--- src/rtl/cmp_evt_pkg.sv ---
package cmp_evt_pkg;

   typedef enum logic [1:0] {
      DIR_EITHER     = 2'b00,
      DIR_UP_ONLY    = 2'b01,
      DIR_DOWN_ONLY  = 2'b10,
      DIR_EITHER_ALT = 2'b11
   } cmp_dir_e;

   // True when a slot qualified by d may hit while the counter moves in direction down
   function automatic logic dir_allows(input cmp_dir_e d, input logic down);
      case (d)
         DIR_UP_ONLY:   return !down;
         DIR_DOWN_ONLY: return down;
         default:       return 1'b1;
      endcase
   endfunction

endpackage

--- src/rtl/cmp_cfg_bank.sv ---
module cmp_cfg_bank #(
   parameter int NUM_CMP = 8,
   parameter int NUM_EVT = 2,
   parameter int CNT_W   = 16,
   parameter int ADDR_W  = 4,
   parameter int DATA_W  = 19
) (
   input  logic                               clk,
   input  logic                               rst_n,
   input  logic                               period_end,
   input  logic                               wr_en,
   input  logic [ADDR_W-1:0]                  wr_addr,
   input  logic [DATA_W-1:0]                  wr_data,
   output logic [NUM_CMP-1:0][CNT_W-1:0]      act_val,
   output logic [NUM_CMP-1:0]                 act_en,
   output logic [NUM_CMP-1:0][1:0]            act_dir,
   output logic [NUM_EVT-1:0][NUM_CMP-1:0]    evt_mask,
   output logic [NUM_CMP-1:0]                 dma_mask
);
   localparam int SLOT_W = CNT_W + 3;
   localparam logic [ADDR_W-1:0] DMA_ADDR = ADDR_W'(NUM_CMP + NUM_EVT);

   for (genvar i = 0; i < NUM_CMP; i++) begin : g_slot
      localparam logic [ADDR_W-1:0] SLOT_ADDR = ADDR_W'(i);
      logic [SLOT_W-1:0] shadow_q;
      logic [SLOT_W-1:0] active_q;

      always_ff @(posedge clk or negedge rst_n) begin
         if (!rst_n) begin
            shadow_q <= '0;
            active_q <= '0;
         end else begin
            if (period_end)
               active_q <= shadow_q;
            if (wr_en && wr_addr == SLOT_ADDR)
               shadow_q <= wr_data[SLOT_W-1:0];
         end
      end

      assign act_val[i] = active_q[CNT_W-1:0];
      assign act_en[i]  = active_q[CNT_W];
      assign act_dir[i] = active_q[CNT_W+2:CNT_W+1];
   end

   for (genvar e = 0; e < NUM_EVT; e++) begin : g_evt_mask
      localparam logic [ADDR_W-1:0] MASK_ADDR = ADDR_W'(NUM_CMP + e);
      always_ff @(posedge clk or negedge rst_n) begin
         if (!rst_n)
            evt_mask[e] <= '0;
         else if (wr_en && wr_addr == MASK_ADDR)
            evt_mask[e] <= wr_data[NUM_CMP-1:0];
      end
   end

   always_ff @(posedge clk or negedge rst_n) begin
      if (!rst_n)
         dma_mask <= '0;
      else if (wr_en && wr_addr == DMA_ADDR)
         dma_mask <= wr_data[NUM_CMP-1:0];
   end

endmodule

--- src/rtl/cmp_slot.sv ---
module cmp_slot
   import cmp_evt_pkg::*;
#(
   parameter int CNT_W = 16
) (
   input  logic             clk,
   input  logic             rst_n,
   input  logic [CNT_W-1:0] cnt_val,
   input  logic             cnt_down,
   input  logic [CNT_W-1:0] cmp_val,
   input  logic             cmp_en,
   input  logic [1:0]       cmp_dir,
   output logic             hit
);
   logic eq_now;
   logic eq_prev_q;

   assign eq_now = cmp_en && (cnt_val == cmp_val)
                   && dir_allows(cmp_dir_e'(cmp_dir), cnt_down);

   always_ff @(posedge clk or negedge rst_n) begin
      if (!rst_n)
         eq_prev_q <= 1'b0;
      else
         eq_prev_q <= eq_now;
   end

   // a held counter value yields a single hit on entry
   assign hit = eq_now && !eq_prev_q;

endmodule

--- src/rtl/evt_router.sv ---
module evt_router #(
   parameter int NUM_CMP = 8,
   parameter int NUM_EVT = 2
) (
   input  logic                            clk,
   input  logic                            rst_n,
   input  logic [NUM_CMP-1:0]              hit,
   input  logic                            flag_clr,
   input  logic [NUM_EVT-1:0][NUM_CMP-1:0] evt_mask,
   input  logic [NUM_CMP-1:0]              dma_mask,
   output logic [NUM_CMP-1:0]              match_flags,
   output logic [NUM_EVT-1:0]              evt_pulse,
   output logic                            dma_req
);
   logic [NUM_EVT-1:0] evt_next;

   for (genvar e = 0; e < NUM_EVT; e++) begin : g_line
      assign evt_next[e] = |(hit & evt_mask[e]);
   end

   always_ff @(posedge clk or negedge rst_n) begin
      if (!rst_n) begin
         match_flags <= '0;
         evt_pulse   <= '0;
         dma_req     <= 1'b0;
      end else begin
         match_flags <= (match_flags & ~{NUM_CMP{flag_clr}}) | hit;
         evt_pulse   <= evt_next;
         dma_req     <= |(hit & dma_mask);
      end
   end

endmodule

--- src/rtl/cmp_event_unit.sv ---
module cmp_event_unit #(
   parameter int  NUM_CMP = 8,
   parameter int  NUM_EVT = 2,
   parameter int  CNT_W   = 16,
   localparam int ADDR_W  = $clog2(NUM_CMP + NUM_EVT + 1),
   localparam int DATA_W  = (CNT_W + 3 > NUM_CMP) ? CNT_W + 3 : NUM_CMP
) (
   input  logic               clk,
   input  logic               rst_n,
   input  logic [CNT_W-1:0]   cnt_val,
   input  logic               cnt_down,
   input  logic               period_end,
   input  logic               wr_en,
   input  logic [ADDR_W-1:0]  wr_addr,
   input  logic [DATA_W-1:0]  wr_data,
   input  logic               flag_clr,
   output logic [NUM_CMP-1:0] match_flags,
   output logic [NUM_EVT-1:0] evt_pulse,
   output logic               dma_req
);
   if (NUM_CMP < 1 || NUM_CMP > 64) begin : g_bad_cmp
      $error("cmp_event_unit: NUM_CMP must lie in 1..64");
   end
   if (NUM_EVT < 1 || NUM_EVT > 8) begin : g_bad_evt
      $error("cmp_event_unit: NUM_EVT must lie in 1..8");
   end
   if (CNT_W < 2) begin : g_bad_cnt
      $error("cmp_event_unit: CNT_W must be at least 2");
   end

   logic [NUM_CMP-1:0][CNT_W-1:0]   act_val;
   logic [NUM_CMP-1:0]              act_en;
   logic [NUM_CMP-1:0][1:0]         act_dir;
   logic [NUM_EVT-1:0][NUM_CMP-1:0] evt_mask;
   logic [NUM_CMP-1:0]              dma_mask;
   logic [NUM_CMP-1:0]              hit_vec;

   cmp_cfg_bank #(
      .NUM_CMP(NUM_CMP), .NUM_EVT(NUM_EVT), .CNT_W(CNT_W),
      .ADDR_W(ADDR_W), .DATA_W(DATA_W)
   ) u_cfg (
      .clk(clk), .rst_n(rst_n), .period_end(period_end),
      .wr_en(wr_en), .wr_addr(wr_addr), .wr_data(wr_data),
      .act_val(act_val), .act_en(act_en), .act_dir(act_dir),
      .evt_mask(evt_mask), .dma_mask(dma_mask)
   );

   for (genvar i = 0; i < NUM_CMP; i++) begin : g_cmp
      cmp_slot #(.CNT_W(CNT_W)) u_slot (
         .clk(clk), .rst_n(rst_n),
         .cnt_val(cnt_val), .cnt_down(cnt_down),
         .cmp_val(act_val[i]), .cmp_en(act_en[i]), .cmp_dir(act_dir[i]),
         .hit(hit_vec[i])
      );
   end

   evt_router #(.NUM_CMP(NUM_CMP), .NUM_EVT(NUM_EVT)) u_route (
      .clk(clk), .rst_n(rst_n), .hit(hit_vec), .flag_clr(flag_clr),
      .evt_mask(evt_mask), .dma_mask(dma_mask),
      .match_flags(match_flags), .evt_pulse(evt_pulse), .dma_req(dma_req)
   );

endmodule

--- config.mk ---
export PLATFORM = sky130hd
export DESIGN_NAME = cmp_event_unit
export DESIGN_NICKNAME = d
export VERILOG_FILES = /design/src/rtl/cmp_evt_pkg.sv /design/src/rtl/cmp_cfg_bank.sv /design/src/rtl/cmp_slot.sv /design/src/rtl/evt_router.sv /design/src/rtl/cmp_event_unit.sv
export SDC_FILE = /design/constraint.sdc
export NUM_CORES = 1
export LEC_CHECK = 0
export ABC_CLOCK_PERIOD_IN_PS = 2000
export BUFFER_PORTS_ARGS = -buffer_cell sky130_fd_sc_hd__buf_4
export CAP_MARGIN = 0
export CORE_ASPECT_RATIO = 1.25
export CORE_MARGIN = 2
export CORE_UTILIZATION = 50
export CTS_CLUSTER_DIAMETER = 60
export DETAILED_ROUTE_END_ITERATION = 8
export PLACE_DENSITY = 0.66
export SYNTH_ARGS = -nofsm -noshare
export SYNTH_HDL_FRONTEND = slang
export SYNTH_SLANG_ARGS = --single-unit
--- constraint.sdc ---
create_clock -name clk -period 2 [get_ports clk]
set_clock_uncertainty 0.2 [all_clocks]
set_input_delay 0.3 -clock clk [delete_from_list [all_inputs] [get_ports clk]]
set_output_delay 0.3 -clock clk [all_outputs]
set_load 0.01 [all_outputs]
==> impl_results.md, run 1 <==
* Status: finished with violations
* Failing checks: negative setup slack
* Pwr per Cell Area at between 1000 and 1500 nW/um^2
* Clock Tree Buf Depth at 3
* Pre-CTS setup slack at 0.00323 ns
* Global route overflow at 0
* IO Pins at between 50 and 60
* Buf/Inv on CP at 0
* Gpl congestion at approximately 0.9
* Largest area contributor in the netlist: dfrtp_1
* Final Slew Violations at 0
* Global-route wire length before repair at between 50 and 60 mm
* Total GRT Usage at 0.237
* TritonRoute pass-1 iters at 6
* Final worst path period share at 1.00
* Post-Layout Cell Count at 1,616
* Crit Path Max Fanout at 4
* Post-Route WL at between 30 and 40 mm
* Design area at 17,700 um^2
* Slew HR at 0.663
* Arrival @ worst endpoint at ~2.2 ns
* Predominant post-synthesis flop cell: dfrtp_1
* HPWL after DPL at approximately 25 mm
* Setup violations, final at 2
* Synth unique cells at 37
* Yosys top cell area share at 0.572
* Crit path max-delay family: compound AO/OA/AOI/OAI gates
* Largest stage delay, worst path at just under 0.4 ns
* Root buf cell: clkbuf_16
* Port Buf Inserts at 55
* Hold/Removal Path Class: input port to register
* # Post-CTS Setup Buffers at 0
* Core ar. at ~30,000 um^2
* Initial antenna violation count at 0
* Die Area at roughly 32,000 um^2
* Die height at between 150 and 200 um
* CTS tree: built
* Gate Count Post-Synth at between 1k and 1.5k
* Top-count cell post-synth: dfrtp_1
* CTS Buf Count at 36
* Cell area after synthesis at between 15,000 and 20,000 um^2
* Dpl cells at 1,538
* Vias per cell at about 5.6
* Worst-Margin Slew at about 0.5 ns
* Setup slack after layout at -0.00531 ns
* Area growth, synth to finish at 16.8%
* H-tree levels at 2
* Seq/Total Area, Yosys at 0.572
* # rows at 71
* Vias in the first global route at ~9.3k
* Fillers at about 2.5k
* WP data required at 2.18 ns
* Clk sink count at approximately 350
* Slowest library cell on the worst path: dfrtp_1
* Worst-Skew Late Latency at approximately 0.52 ns
* Syn avg cell area at 14.0 um^2
* Async SR Flop Fraction at 1.00
* Post-synth EDFFs at 0
* TNS Setup at -0.00655 ns
* Mapped Nets at 1,147
* Most instantiated cells after synthesis: 347 x dfrtp_1, 316 x mux2_2, 116 x xnor2_1, 35 x inv_1, 30 x buf_2
* Post-DP Area at 16,400 um^2
* Starting Density at 0.506
* Yosys warns at 0
* # diodes at 0
* Multi-input logic area at roughly 6100 um^2
* Critical path class: register to register
* Ordered list of cells on the worst path: ha_2 > mux2_2 > o211ai_1 > nor2_2 > a32oi_1 > nand4_1
* Post-route DRC at 0
* Crit path time final at between 2 and 2.5 ns
* Largest net degree at the start of global routing at 64
* Synth area leaders: dfrtp_1 57%, mux2_2 23%, xnor2_1 6.7%, ha_1 1.3%, nand4_1 1.1%
* Routed via count at 9,005
* RSZ-0062 raised after global routing: true
* Worst-path clk slew at around 0.06 ns
* Synth Register Bits at around 350
* Critical path startpoint category: register
* Routed WL per cell at about 23 um
* MaxCap Viol Count at 0
* Register area at 8680 um^2
* Final hold violations at 0
* Nets at between 1k and 1.5k
* Util after Layout at 0.591
* Worst VDD drop at approximately 0.00076 V
* Die width at around 160 um
* Leak at approximately 7.8 nW
* CP Capture Type: register
* Total power at ~20 mW
* Routed Antenna Nets at 0
* Peak Freq at between 0.4 and 0.5 GHz
* WHS at approximately 0.018 ns
* Initial DRC count at 612
* Share of cells above drive strength 1 at 0.408
[final timing paths]
| kind | cells past startpoint | from | slack [ns] | end |
|---|---|---|---|---|
| min in group asynchronous | 2 | rst_n | 0.12 | u_cfg.g_slot[0].active_q[16] |
| setup reg to reg | 6 | u_cfg.g_slot[1].active_q[17] | -0.005 | u_route.evt_pulse[0] |
| max in group asynchronous | 3 | rst_n | 0.75 | u_cfg.g_slot[3].shadow_q[6] |
| setup / recovery | 6 | u_cfg.g_slot[1].active_q[17] | -0.005 | u_route.evt_pulse[0] |
| hold reg to reg | 2 | u_cfg.g_slot[5].shadow_q[18] | 0.28 | u_cfg.g_slot[5].active_q[18] |
| hold / removal | 2 | wr_data[1] | 0.02 | u_cfg.g_slot[5].shadow_q[1] |
[logic make-up (layout without fill, tap and decap cells)]
kind of cell               after synthesis  count (layout)  share of synthesized area
xor gates and xnor gates               125             125                     0.0721
buffers and inverters                   93             222                     0.0302
AOI/OAI and AO/OA                       48              48                     0.0218
and+or+nand+nor                        139             139                     0.0552
DFF                                    347             347                      0.572
muxes                                  318             318                      0.236
adders and majority gates               16              16                     0.0132
[report_power, final]
group	internal (mW)	switching, mW	leakage [nW]	total (mW)
sequential	8.68	0.955	4.30	9.64
clock	3.94	2.66	0.572	6.60
combinational	2.15	1.58	2.92	3.73
total	14.8	5.20	7.79	20.0
[sequential cells by signal, summed over array words and instances, names as in the netlist]
register                cells
u_route.dma_req             1
u_cfg.evt_mask             16
g_cmp.u_slot.eq_prev_q      8
u_cfg.g_slot.active_q     152
u_cfg.dma_mask              8
u_route.match_flags         8
u_route.evt_pulse           2
u_cfg.g_slot.shadow_q     152
[worst reg2reg max path, stage by stage, from the launching register on]
cell	delay, ns
dfrtp_1	0.39
ha_2	0.19
mux2_2	0.25
o211ai_1	0.37
nor2_2	0.12
a32oi_1	0.24
nand4_1	0.11
[layout make-up]
| cell class | instances | area share |
|---|---|---|
| Sequential cell | 347 | 0.489 |
| Multi-Input combinational cell | 646 | 0.341 |
| Timing Repair Buffer | 127 | 0.0682 |
| Clock buffer | 53 | 0.0601 |
| Tap cell | 401 | 0.0283 |
| Inverter | 35 | 0.00740 |
| Clock inverter | 7 | 0.00522 |
[routing by layer]
layer | vias to the layer above | share of wire | track usage
li1 | 3994 | - | -
met1 | 4726 | 0.45 | 0.320
met5 | - | 0 | 0
met4 | 0 | 0.032 | 0.0781
met3 | 63 | 0.039 | 0.0315
met2 | 222 | 0.48 | 0.399
[cell usage in the layout (no fill, tap or decap), drive strengths merged, types with 3 or more instances in the layout]
cell / Yosys / routed
dfrtp: 347 / 347
mux2: 318 / 318
xnor2: 116 / 116
buf: 43 / 109
clkbuf: 15 / 53
inv: 35 / 37
nand4: 26 / 26
nand2: 21 / 21
nor2: 21 / 21
nand2b: 20 / 20
o21ai: 19 / 19
dlygate4sd3: 0 / 18
ha: 16 / 16
nand3: 13 / 13
nor4: 13 / 13
a32oi: 12 / 12
xor2: 9 / 9
and3b: 9 / 9
o22ai: 9 / 9
o211ai: 7 / 7
and3: 6 / 6
nor3b: 4 / 4
nor3: 3 / 3
clkinv: 0 / 3
[repair_timing]
| action | in CTS | in global routing |
|---|---|---|
| resized for setup | 0 | 7 |
| setup endpoints to repair | 0 | 6 |
| hold buffers | 18 | 0 |
| endpoints found under the hold margin | 475 | 0 |
Power figures use the tool's default switching activity.
==> run 2: changes to the inputs <==
- SYNTH_HIERARCHICAL: default -> 1
==> run 2 against run 1 <==
Compared with the run above:
- the flow still finishes with violations (negative setup slack)
- wire length down 15%
- total power down 1.9%
- global-route usage down 2.3 points
- sequential cell count unchanged
- synthesized cell count down 9.1%
- worst hold slack better by 0.013 ns
- synthesized area down 2.6%
- utilization up 1.5 points
- die area down 2.5%
- combinational power down 7.5%
- worst setup slack worse by 0.083 ns
- count of clock-buffer cells in the layout down 6
- critical endpoint is now u_route/evt_pulse[0]
==> impl_results.md, run 2 <==
* Predominant post-synthesis flop cell: dfrtp_1
* Syn avg cell area at 15.0 um^2 (+7.2%)
* # diodes at 0 (unchanged)
* Global-route wire length before repair at 50.4 mm (-11%)
* Largest net degree at the start of global routing at 70 (+9.4%)
* Sw Share at 0.256 (-0.00446)
* Crit Path Max Fanout at 4 (unchanged)
* Buf/Inv on CP at 1 (+1)
* Cell-internal power at 14.6 mW (-1.3%)
* Initial DRC count at 305 (-50%)
* Final hold violations at 0 (unchanged)
* Seq/Total Area, Yosys at 0.587 (+0.0151)
* Share of cells above drive strength 1 at 0.468 (+0.0595)
* Clock Tree Buf Depth at 3 (unchanged)
* Mapped Nets at 1,048 (-8.6%)
* Yosys warns at 6 (+6)
* Worst-Margin Slew at 0.413 ns (-0.0878 ns)
* Combinational power share at 0.176 (-0.011)
* R2R depth at 7 (+1)
* Yosys top cell area share at 0.587 (+0.0151)
* Routed Antenna Nets at 0 (unchanged)
* Reg2reg setup slack at -0.09 ns (-0.08 ns)
* IO Pins at 56 (unchanged)
* Global route overflow at 0 (unchanged)
* Worst flop-to-flop path startpoint: u_cfg/g_slot[6].active_q[13]
* Routed via count at 8,118 (-9.9%)
* Gate Count Post-Synth at 987 (-9.1%)
* Post-Route WL at 31.4 mm (-15%)
* Die height at 196 um (-1.3%)
* RSZ-0062 raised after global routing: true
* Vias per cell at 5.26 (-5.5%)
* Root buf cell: clkbuf_16
* Most frequent cells in the layout: 347 x dfrtp_1, 326 x mux2_2, 102 x buf_4
* Final Slew Violations at 0 (unchanged)
* Synth area leaders: dfrtp_1 59%, mux2_2 25%, xor2_1 5.7%, xnor2_1 1.9%, ha_1 1.4%
* Crit path from: u_cfg/g_slot[6].active_q[13]
* Final worst path period share at 1.04 (+0.0417)
* Gr busiest metal: met2
* Worst-path clk slew at 0.06 ns (about the same)
* Crit path max-delay family: simple AND/OR/NAND/NOR gates
* CP Capture Type: register
* Worst VDD drop at 0.000730 V (-4.3%)
* Largest stage delay, worst path at 0.42 ns (+0.03 ns)
* Hold/Removal Path Class: input port to register
* Post-synth EDFFs at 0 (unchanged)
* Setup violations, final at 5 (+3)
* Commonest non-fill, non-tap cell in the layout: dfrtp_1
* MaxCap Viol Count at 0 (unchanged)
* Arrival @ worst endpoint at 2.33 ns (+0.15 ns)
* Clock power frac at 0.329 (-0.002)
* Vias in the first global route at 8,647 (-6.7%)
* Reg power frac at 0.495 (+0.012)
* Area growth, synth to finish at 19.5%
* Failing checks: negative setup slack
* Core ar. at 29,200 um^2 (-2.9%)
* Synth Register Bits at 347 (unchanged)
* WP data required at 2.24 ns (+0.06 ns)
* Post-route DRC at 0 (unchanged)
* Synth unique cells at 28 (-24%)
* CP dominant cell by count: nor4_2
* Async SR Flop Fraction at 1.00 (unchanged)
* Port Buf Inserts at 55 (unchanged)
* HPWL after DPL at 20.9 mm (-15%)
* M2 GR Usage at 0.343 (-0.0561)
* Ordered list of cells on the worst path: xor2_1 > nor4_2 > o2111ai_2 > nor4_2 > buf_4 > a22oi_1 > nand4_1
* # rows at 70 (-1.4%)
* Total power at 19.6 mW (-1.9%)
* Routed WL per cell at 20.3 um (-11%)
* Largest registers: u_cfg/g_slot.active_q: 152 flops, u_cfg/g_slot.shadow_q: 152 flops, u_cfg/evt_mask: 16 flops
* Crit. path cell count at 7 (+1)
* Largest area contributor in the netlist: dfrtp_1
* Util after Layout at 0.606 (+0.0150)
* Most instantiated cells after synthesis: 347 x dfrtp_1, 326 x mux2_2, 96 x xor2_1, 32 x xnor2_1, 19 x buf_2
* Slew HR at 0.725 (+0.0610)
* Clk sink count at 347 (unchanged)
* Top-count cell post-synth: dfrtp_1
* Die Area at 31,000 um^2 (-2.5%)
* Total GRT Usage at 0.214 (-0.0232)
* Worst-Skew Late Latency at 0.52 ns (about the same)
* CTS Buf Count at 35 (-2.8%)
* TritonRoute pass-1 iters at 4 (-2)
* Setup slack after layout at -0.0886 ns (-0.0833 ns)
* R2R Path End: u_route/evt_pulse[0]
* H-tree levels at 2 (unchanged)
* Leak at 7.97 nW (+2.3%)
* CTS tree: built
* Peak Freq at 0.479 GHz (-4.0%)
* Critical path class: register to register
* Worst Setup EP: u_route/evt_pulse[0]
* Status: finished with violations
* Crit path time final at 2.09 ns (+0.0833 ns)
* Die width at 158 um (-1.3%)
* Met3 Track Usage GR at 0.0283 (-0.00321)
* Pwr per Cell Area at 1110 nW/um^2 (-1.5%)
* Nets at 1,187 (-5.3%)
* Slowest library cell on the worst path: nor4_2
* Pre-CTS setup slack at -0.202 ns (-0.205 ns)
* Initial antenna violation count at 0 (unchanged)
* Critical path startpoint category: register
* Cell area after synthesis at 14,800 um^2 (-2.6%)
* Switching power at 5.02 mW (-3.6%)
* Starting Density at 0.507 (+0.00154)
* Gpl congestion at 0.797 (-10%)
* GR Util met1 at 0.308 (-0.0121)
==> run 2: changes by cell type after synthesis, sizes merged, moves of 19 or more <==
| cell | before | now |
|---|---|---|
| o21ai | 19 | 0 |
| nand4 | 26 | 3 |
| nor4 | 13 | 32 |
| xnor2 | 116 | 32 |
| xor2 | 9 | 96 |
| buf | 43 | 20 |
==> run 2: final cells by class <==
| type | instances | area (um^2) |
|---|---|---|
| repair buffers | 140 | 1300 |
| multi-input cells | 585 | 6000 |
| inverters | 17 | 63.8 |
| fillers | 2313 | 11500 |
| flip-flops and latches | 347 | 8680 |
| clock inverters | 10 | 104 |
| clock buffers | 47 | 1020 |
| well taps | 396 | 495 |
==> run 2: power groups by stage <==
stage / Sequential (mW) / Combinational (mW) / Clock [mW]
after floorplan: 9.52 / 2.45 / 0
after global placement: 9.77 / 3.23 / 0
after detailed placement: 9.82 / 3.33 / 0
after CTS: 9.72 / 3.45 / 6.63
after global routing: 9.94 / 3.79 / 6.93
final: 9.70 / 3.45 / 6.44
==> run 2: per-stage QoR <==
step	std cells	setup TNS, ns	area, um^2	hold slack [ns]
after global placement	1461	-1.04	16200	-0.0136
after CTS	1539	-0.217	17600	0.0128
final	1542	-0.270	17700	0.0319
after global routing	1542	-1.39	17700	0.0237
after detailed placement	1461	-1.15	16200	-0.0141
after floorplan	987	0	14800	-0.196
==> run 2: layer usage <==
metal | routed length, um | vias to the layer above | part of all wire
met5 | 0 | - | 0
met1 | 14700 | 4201 | 0.47
li1 | - | 3763 | -
met4 | 642 | 0 | 0.020
met3 | 976 | 45 | 0.031
met2 | 15100 | 109 | 0.48
==> run 2: cell families (layout without fill, tap and decap cells) <==
kind of cell | Yosys count | in the layout | share of synthesized area
flops | 347 | 347 | 0.587
fa+ha+maj | 16 | 16 | 0.0135
compound gates | 28 | 28 | 0.0150
simple gates | 77 | 77 | 0.0373
xor+xnor | 128 | 128 | 0.0758
buf+inv | 55 | 214 | 0.0158
mux | 336 | 336 | 0.256
==> run 2: worst min-delay path by stage <==
stage	endpoint	slack, ns	cells past startpoint	from
floorplan	g_cmp[0].u_slot/eq_prev_q	-0.20	0	rst_n
global placement	u_cfg/g_slot[5].active_q[1]	-0.01	1	rst_n
detailed placement	u_cfg/g_slot[5].active_q[1]	-0.01	1	rst_n
CTS	u_cfg/g_slot[7].active_q[3]	0.01	2	period_end
global route	u_cfg/g_slot[4].active_q[6]	0.02	2	period_end
finish	u_cfg/g_slot[7].active_q[14]	0.03	2	period_end
==> run 2: what timing repair did <==
action | in CTS | in global routing
hold buffers | 20 | 0
pin swaps | 7 | 16
endpoints found under the setup margin | 6 | 11
gates resized for setup | 12 | 7
setup buffers | 1 | 3
hold endpoints to repair | 523 | 0
==> run 3: changes to the inputs <==
- SKIP_LAST_GASP: default -> 1
==> run 3 against run 2 <==
Compared with the run above:
- the flow still finishes with violations (negative setup slack)
- design area about the same
- sequential cell count did not move
- total power hardly changed
- count of clock-buffer cells in the layout is the same
- first-iteration DRC count down 4.6%
- maximum frequency grew 0.54%
- sequential power about the same
- critical path depth unchanged
- worst setup slack better by 0.011 ns
- sequential share of layout area hardly changed
- wire length barely moved
- largest power group unchanged
- highest routed layer unchanged
==> impl_results.md, run 3 (same netlist as run 2, synthesis figures left out) <==
* Design area at 17,700 um^2 (about the same)
* Routed via count at 8,122 (+0.049%)
* Clock Tree Buf Depth at 3 (unchanged)
* Worst flop-to-flop path startpoint: u_cfg/g_slot[6].active_q[13]
* Pwr per Cell Area at 1110 nW/um^2 (about the same)
* CTS tree: built
* Hold Startpoint: period_end
* Routed WL per cell at 20.4 um (about the same)
* R2R Path End: u_route/evt_pulse[0]
* Largest net degree at the start of global routing at 70 (unchanged)
* Vias in the first global route at 8,630 (-0.20%)
* TritonRoute pass-1 iters at 5 (+1)
* Core ar. at 29,200 um^2 (unchanged)
* Post-DP Area at 16,200 um^2 (unchanged)
* Status: finished with violations
* # rows at 70 (unchanged)
* Total GRT Usage at 0.214 (about the same)
* Buf/Inv on CP at 1 (unchanged)
* Largest stage delay, worst path at 0.43 ns (about the same)
* Vias per cell at 5.27 (about the same)
* Final worst path period share at 1.04 (-0.00558)
* RSZ-0062 raised after global routing: true
* WHS at 0.0310 ns (-0.000873 ns)
* Clk sink count at 347 (unchanged)
* WP data required at 2.24 ns (about the same)
* IO Pins at 56 (unchanged)
* Arrival @ worst endpoint at 2.32 ns (about the same)
* Worst Hold End: u_cfg/g_slot[7].active_q[14]
* H-tree levels at 2 (unchanged)
* # diodes at 0 (unchanged)
* Final hold violations at 0 (unchanged)
* Global route overflow at 0 (unchanged)
* Initial DRC count at 291 (-4.6%)
* Final Slew Violations at 0 (unchanged)
* Routed Antenna Nets at 0 (unchanged)
* Ordered list of cells on the worst path: xor2_1 > nor4_2 > o2111ai_2 > nor4_2 > buf_4 > a22oi_1 > nand4_1
* Share of cells above drive strength 1 at 0.468 (unchanged)
* Hold/Removal Path Class: input port to register
* Setup slack after layout at -0.0775 ns (+0.0112 ns)
* Commonest non-fill, non-tap cell in the layout: dfrtp_1
* Hold Path Depth at 2 (unchanged)
* Worst VDD drop at 0.000730 V (about the same)
* Fillers at 2,314 (+0.043%)
* Starting Density at 0.507 (unchanged)
* Worst-Skew Late Latency at 0.52 ns (about the same)
* Die Area at 31,000 um^2 (unchanged)
* Area growth, synth to finish at 19.4% (about the same)
* Nets at 1,187 (unchanged)
* Gpl congestion at 0.797 (unchanged)
* Die width at 158 um (unchanged)
* Critical path startpoint category: register
* Crit path max-delay family: simple AND/OR/NAND/NOR gates
* Crit Path Max Fanout at 4 (unchanged)
* Total power at 19.6 mW (about the same)
* CTS Buf Count at 35 (unchanged)
* CP Capture Type: register
* Peak Freq at 0.481 GHz (+0.54%)
* HPWL after DPL at 20.9 mm (unchanged)
* Slowest library cell on the worst path: nor4_2
* Post-Route WL at 31.4 mm (about the same)
* Setup violations, final at 5 (unchanged)
* Reg2reg setup slack at -0.08 ns (about the same)
* Leak at 7.97 nW (about the same)
* Global-route wire length before repair at 50.4 mm (about the same)
* CP dominant cell by count: nor4_2
* Port Buf Inserts at 55 (unchanged)
* Failing checks: negative setup slack
* Root buf cell: clkbuf_16
* MaxCap Viol Count at 0 (unchanged)
* Die height at 196 um (unchanged)
* Most frequent cells in the layout: 347 x dfrtp_1, 326 x mux2_2, 103 x buf_4
* Largest registers: u_cfg/g_slot.active_q: 152 flops, u_cfg/g_slot.shadow_q: 152 flops, u_cfg/evt_mask: 16 flops
* R2R depth at 7 (unchanged)
* Critical path class: register to register
* Worst-path clk slew at 0.06 ns (about the same)
* Post-route DRC at 0 (unchanged)
* Initial antenna violation count at 0 (unchanged)
* Worst-Margin Slew at 0.411 ns (-0.00197 ns)
* Crit. path cell count at 7 (unchanged)
* Crit path time final at 2.08 ns (-0.0112 ns)
* Slew HR at 0.726 (+0.00131)
-- run 3: worst max-delay path by stage --
| stage | to | from |
|---|---|---|
| 3_3_place_gp | u_route/evt_pulse[0] | cnt_val[13] |
| 4_1_cts | u_route/evt_pulse[0] | u_cfg/g_slot[3].active_q[13] |
| 6_report | u_route/evt_pulse[0] | u_cfg/g_slot[6].active_q[13] |
| 2_1_floorplan | u_route/dma_req | u_cfg/g_slot[4].active_q[13] |
| 3_5_place_dp | u_route/evt_pulse[0] | cnt_val[13] |
| 5_1_grt | u_route/dma_req | u_cfg/g_slot[2].active_q[13] |
-- run 3: where the power goes --
group          internal (mW)  switching, mW  total [mW]
registers               8.71          0.994        9.71
clock network           3.83           2.60        6.43
logic                   2.03           1.41        3.45
-- run 3: area by class of cell --
type                    count  area [um^2]  area share
flip-flops and latches    347         8680       0.491
multi-input cells         585         6000       0.340
repair buffers            140         1300      0.0736
clock buffers              47         1020      0.0579
well taps                 396          495      0.0280
clock inverters            10          104     0.00588
inverters                  17         63.8     0.00361
-- run 3: worst register-to-register path: stages (launching register included) --
cell and delay [ns]:
dfrtp_1 0.39, xor2_1 0.17, nor4_2 0.43, o2111ai_2 0.20, nor4_2 0.27, buf_4 0.16
a22oi_1 0.09, nand4_1 0.10
-- run 3: timing repair --
item | 4_1_cts | 5_1_grt
setup buffers | 1 | 3
resized for setup | 11 | 7
endpoints found under the setup margin | 6 | 11
endpoints found under the hold margin | 523 | 0
hold buffers | 20 | 0
pin swaps | 7 | 16
-- run 3: stage by stage --
stage / setup slack (ns) / instances / TNS, ns / util
5_1_grt: -0.222 / 1542 / -1.39 / 0.606
4_1_cts: -0.0755 / 1539 / -0.225 / 0.603
3_3_place_gp: -0.190 / 1461 / -1.04 / 0.555
6_report: -0.0775 / 1542 / -0.276 / 0.606
3_5_place_dp: -0.202 / 1461 / -1.15 / 0.555
2_1_floorplan: 0.189 / 987 / 0 / -
-- run 3: metal layers --
| metal | GRT usage | vias to the layer above | part of all wire |
|---|---|---|---|
| met5 | 0 | - | 0 |
| met4 | 0.0569 | 0 | 0.020 |
| met3 | 0.0283 | 45 | 0.029 |
| met2 | 0.343 | 107 | 0.48 |
| met1 | 0.309 | 4209 | 0.47 |
| li1 | - | 3761 | - |
